File: src/rtl/pdn_pkg.sv
package pdn_pkg;
  typedef enum logic [1:0] {
    INS_NONE  = 2'd0,
    INS_ARM   = 2'd1,
    INS_OFF   = 2'd2,
    INS_OTHER = 2'd3
  } ins_kind_e;
endpackage

File: src/rtl/pdn_arm_seq.sv
module pdn_arm_seq
  import pdn_pkg::*;
(
  input  logic clk_i,
  input  logic rst_ni,
  input  logic instr_valid_i,
  input  logic arm_i,
  input  logic pwr_off_i,
  input  logic irq_en_i,
  input  logic pdn_i,
  output logic armed_o,
  output logic enter_o
);
  ins_kind_e kind;
  logic armed_q, armed_d;

  always_comb begin
    if (!instr_valid_i)  kind = INS_NONE;
    else if (arm_i)      kind = INS_ARM;
    else if (pwr_off_i)  kind = INS_OFF;
    else                 kind = INS_OTHER;
  end

  always_comb begin
    armed_d = armed_q;
    if (pdn_i || irq_en_i) armed_d = 1'b0;
    else begin
      case (kind)
        INS_NONE: armed_d = armed_q;   // stall keeps the pair intact
        INS_ARM:  armed_d = 1'b1;
        default:  armed_d = 1'b0;      // power-off consumes, others cancel
      endcase
    end
  end

  always_ff @(posedge clk_i or negedge rst_ni)
    if (!rst_ni) armed_q <= 1'b0;
    else         armed_q <= armed_d;

  assign enter_o = (kind == INS_OFF) && armed_q && !irq_en_i && !pdn_i;
  assign armed_o = armed_q;

  a_r4_no_arm_irq: assert property (@(posedge clk_i) disable iff (!rst_ni)
    irq_en_i |=> !armed_q);
  a_r3_other_cancels: assert property (@(posedge clk_i) disable iff (!rst_ni)
    (instr_valid_i && !arm_i) |=> !armed_q);
  a_r10_no_arm_in_pdn: assert property (@(posedge clk_i) disable iff (!rst_ni)
    pdn_i |=> !armed_q);
endmodule

File: src/rtl/pdn_key_edge.sv
module pdn_key_edge #(
  parameter int NKEYS = 4
) (
  input  logic             clk_i,
  input  logic             rst_ni,
  input  logic [NKEYS-1:0] key_i,
  input  logic [NKEYS-1:0] key_wake_en_i,
  output logic             fall_o
);
  logic [NKEYS-1:0] masked;
  logic comb, comb_q;

  for (genvar k = 0; k < NKEYS; k++) begin : g_mask
    // disabled key is forced high so it cannot pull the wired-AND
    assign masked[k] = key_i[k] | ~key_wake_en_i[k];
  end

  assign comb = &masked;

  always_ff @(posedge clk_i or negedge rst_ni)
    if (!rst_ni) comb_q <= 1'b1;
    else         comb_q <= comb;

  assign fall_o = comb_q & ~comb;

  a_r7_fall_needs_enabled_low: assert property (@(posedge clk_i) disable iff (!rst_ni)
    fall_o |-> |(key_wake_en_i & ~key_i));
endmodule

File: src/rtl/pdn_state.sv
module pdn_state (
  input  logic clk_i,
  input  logic rst_ni,
  input  logic enter_i,
  input  logic fall_i,
  input  logic undef_clr_i,
  output logic pdn_o,
  output logic wake_o,
  output logic regs_undef_o
);
  logic pdn_q, wake_q, undef_q, wake_ev;

  assign wake_ev = pdn_q & fall_i;

  always_ff @(posedge clk_i or negedge rst_ni) begin
    if (!rst_ni) begin
      pdn_q   <= 1'b0;
      wake_q  <= 1'b0;
      undef_q <= 1'b0;
    end else begin
      if (enter_i)      pdn_q <= 1'b1;
      else if (wake_ev) pdn_q <= 1'b0;
      wake_q <= wake_ev;
      if (wake_ev)          undef_q <= 1'b1;
      else if (undef_clr_i) undef_q <= 1'b0;
    end
  end

  assign pdn_o        = pdn_q;
  assign wake_o       = wake_q;
  assign regs_undef_o = undef_q;

  a_r5_wake_one_cycle: assert property (@(posedge clk_i) disable iff (!rst_ni)
    wake_q |=> !wake_q);
  a_r5_exit_by_fall: assert property (@(posedge clk_i) disable iff (!rst_ni)
    $fell(pdn_q) |-> wake_q);
  a_r11_no_wake_awake: assert property (@(posedge clk_i) disable iff (!rst_ni)
    (!pdn_q && !wake_q) |=> !wake_q);
endmodule

File: src/rtl/pdn_wake_ctrl.sv
module pdn_wake_ctrl #(
  parameter int NKEYS = 4
) (
  input  logic             clk_i,
  input  logic             rst_ni,
  input  logic             instr_valid_i,
  input  logic             arm_i,
  input  logic             pwr_off_i,
  input  logic             irq_en_i,
  input  logic [NKEYS-1:0] key_i,
  input  logic [NKEYS-1:0] key_wake_en_i,
  input  logic             undef_clr_i,
  output logic             pdn_o,
  output logic             wake_o,
  output logic             regs_undef_o
);
  logic armed, enter, fall, pdn;

  pdn_arm_seq u_arm (
    .clk_i, .rst_ni, .instr_valid_i, .arm_i, .pwr_off_i, .irq_en_i,
    .pdn_i(pdn), .armed_o(armed), .enter_o(enter)
  );

  pdn_key_edge #(.NKEYS(NKEYS)) u_key (
    .clk_i, .rst_ni, .key_i, .key_wake_en_i, .fall_o(fall)
  );

  pdn_state u_st (
    .clk_i, .rst_ni, .enter_i(enter), .fall_i(fall), .undef_clr_i,
    .pdn_o(pdn), .wake_o, .regs_undef_o
  );

  assign pdn_o = pdn;

  a_r1_entry_after_arm: assert property (@(posedge clk_i) disable iff (!rst_ni)
    $rose(pdn) |-> $past(armed && instr_valid_i && pwr_off_i));
  a_r2_off_alone: assert property (@(posedge clk_i) disable iff (!rst_ni)
    (instr_valid_i && pwr_off_i && !armed && !pdn) |=> !pdn);
  a_r8_undef_with_wake: assert property (@(posedge clk_i) disable iff (!rst_ni)
    wake_o |-> regs_undef_o);
endmodule

File: config.mk
export PLATFORM = sky130hd
export DESIGN_NAME = pdn_wake_ctrl
export DESIGN_NICKNAME = d
export VERILOG_FILES = /design/src/rtl/pdn_pkg.sv /design/src/rtl/pdn_arm_seq.sv /design/src/rtl/pdn_key_edge.sv /design/src/rtl/pdn_state.sv /design/src/rtl/pdn_wake_ctrl.sv
export SDC_FILE = /design/constraint.sdc
export NUM_CORES = 1
export LEC_CHECK = 0
export ABC_CLOCK_PERIOD_IN_PS = 2800
export CAP_MARGIN = 5
export CORE_AREA = 2 2 39 41
export CTS_CLUSTER_DIAMETER = 120
export DETAILED_ROUTE_END_ITERATION = 6
export DIE_AREA = 0 0 41 43
export SLEW_MARGIN = 20
export SYNTH_ARGS = -nofsm -noshare
export SYNTH_HDL_FRONTEND = slang
export SYNTH_SLANG_ARGS = --single-unit
File: constraint.sdc
create_clock -name clk_i -period 2.8 [get_ports clk_i]
set_input_delay 0.56 -clock clk_i [delete_from_list [all_inputs] [get_ports clk_i]]
set_output_delay 0.56 -clock clk_i [all_outputs]
set_load 0.01 [all_outputs]
==> metrics.txt <==
# IOs=18; PD cells=539 nW/µm²; clk_skew=0.00189 ns; worst-margin pin slew=0.205 ns; syn nets=34; routed vias/inst=3.88; clock tree from TritonCTS=built; crit-path leading delay family=buffers and inverters; Max Buffers Root-to-Sink=2; R2R Setup Slk=1.81 ns; post-route ant nets=0; total routed wirelength=484 µm; Setup TNS=0 ns; Top Metal Used=met4; fraction of layout cells with a size suffix above 1=0.175; met3 WL post-DR=117 µm; Root Buffer Master=clkbuf_4; diode count=0; post-synthesis register bit count=5; cells after synthesis=19; synthesis-to-layout area growth=94.0%; htree depth=1; DR pass1 iterations=1; vias in the first global route=227; crit path max-delay cell type=clkdlybuf4s50_1; worst endpoint data arrival time=1.16 ns; # hold bufs at CTS=0; leakage power=0.179 nW; initial antenna violation count=0; Cell Chain, Critical Path=clkdlybuf4s50_1; postcts setup bufs=0; Clock Sinks=5; sequential-to-total area share from yosys stat=0.549; final core utilization=0.323; worst hold path class=reg2reg; global route overflow=0; DP Wirelength=404 µm; RSZ-0062 raised after global routing=false; Finished Cell Area=447 µm²; CP Max Fanout=4; element type at the critical path end=primary output; Total Routing Usage GR=0.0737; WHS Endpoint=u_arm.armed_o; placed cells=52; f_max=582 MHz; HP Start=u_st.pdn_o; Setup CP Type=reg2out; mean area per synthesized cell=12.1 µm²; R2R depth=3; final RePlAce weighted congestion=0.634; Final Non-Filler Cells=56; Post-Syn Area=230 µm²; worst r2r src=u_key.comb_q; Setup crit start kind=flop; Slowest Stage Delay on Critical Path=0.55 ns; status=finished clean; first-pass GRT wire length=765 µm; share of the cycle needed by the critical path after routing=0.613; pin count of the biggest net entering global routing=6; Placeable Area=1380 µm²; Vias=217; # rows=14; Starting Density=0.166; Critical Path RT=2.24 ns; max-slew violation count=0; Iter 0 DRT Violations=0; Routed met2 length=190 µm; maxcap violations=0; metal1 wirelength=168 µm; Hold WS=0.483 ns; YS warnings=0; Die Wd=41 µm; Setup Slack @ Placement=1.23 ns; Max-slew headroom=0.863; Tot Pwr=241 µW; hold depth=1; setup slack after layout=1.08 ns; CTS resizes=0; DP Area=420 µm²; overall die area=1760 µm²; Worst-path clk slew=0.04 ns; r2r endpoint=u_st.pdn_o; Nets=56; worst path bufs/invs=1; VDD IR max=0.000127 V; crit path time final=1.72 ns; final setup vio count=0; drt drc=0; die span in y=43 µm; FILL cells=154; Synth cell types=12; CTS buffer count=3; Worst-Skew Late Latency=0.24 ns; port buffer count=17; Hold Fails Final Rpt=0; Routed WL per cell=8.64 µm
[final cells by class]
type / instances / area [µm²] / area share
repair buffers: 17 / 170 / 0.381
flip-flops and latches: 5 / 126 / 0.283
multi-input cells: 13 / 100 / 0.224
clock buffers: 4 / 26.3 / 0.0588
well taps: 16 / 20.0 / 0.0448
inverters: 1 / 3.75 / 0.00840
[logic make-up (layout without fill, tap and decap cells)]
| logic type | Yosys count | after routing | synth area share |
|---|---|---|---|
| DFF | 5 | 5 | 0.549 |
| muxes | 1 | 1 | 0.0435 |
| AOI/OAI and AO/OA | 3 | 3 | 0.163 |
| buffers and inverters | 1 | 22 | 0.0163 |
| and+or+nand+nor | 9 | 9 | 0.228 |
[cell usage after synthesis, drive strengths merged]
| library cell | count | area share |
|---|---|---|
| a41oi | 2 | 0.11 |
| and4 | 1 | 0.049 |
| dfrtp | 4 | 0.43 |
| dfstp | 1 | 0.11 |
| inv | 1 | 0.016 |
| mux2i | 1 | 0.043 |
| nand2 | 1 | 0.016 |
| nand2b | 4 | 0.11 |
| nor2 | 2 | 0.033 |
| nor3 | 1 | 0.022 |
| o22ai | 1 | 0.054 |
[how the worst max path moves through the flow]
stage                     slack [ns]           endpoint  cells past startpoint        from
after floorplan                 1.72  u_st.regs_undef_o                      3    key_i[2]
after global placement          1.24  u_st.regs_undef_o                      4    key_i[3]
after detailed placement        1.23  u_st.regs_undef_o                      4    key_i[2]
after CTS                       1.06              pdn_o                      1  u_st.pdn_o
after global routing             1.0              pdn_o                      1  u_st.pdn_o
final                           1.08              pdn_o                      1  u_st.pdn_o
[power by group]
group	switching (mW)	internal [mW]
clock network	0.0268	0.0537
logic	0.0230	0.0442
registers	0.00757	0.0857
[layout by cell type (no fill, tap or decap), drive strengths merged, types with 2 or more instances in the layout]
cell	netlist	routed
a41oi	2	2
clkbuf	0	4
clkdlybuf4s50	0	17
dfrtp	4	4
nand2b	4	4
nor2	2	2
[sequential cells by signal, summed over array words and instances (netlist names)]
name / cells
u_arm.armed_o: 1
u_key.comb_q: 1
u_st.pdn_o: 1
u_st.regs_undef_o: 1
u_st.wake_o: 1
[per-layer routing]
layer | global-route usage | up-vias
met5 | 0 | -
met4 | 0.100 | 0
met3 | 0.0419 | 2
met1 | 0.0654 | 88
met2 | 0.0938 | 18
li1 | - | 109
Power figures use the tool's default switching activity.
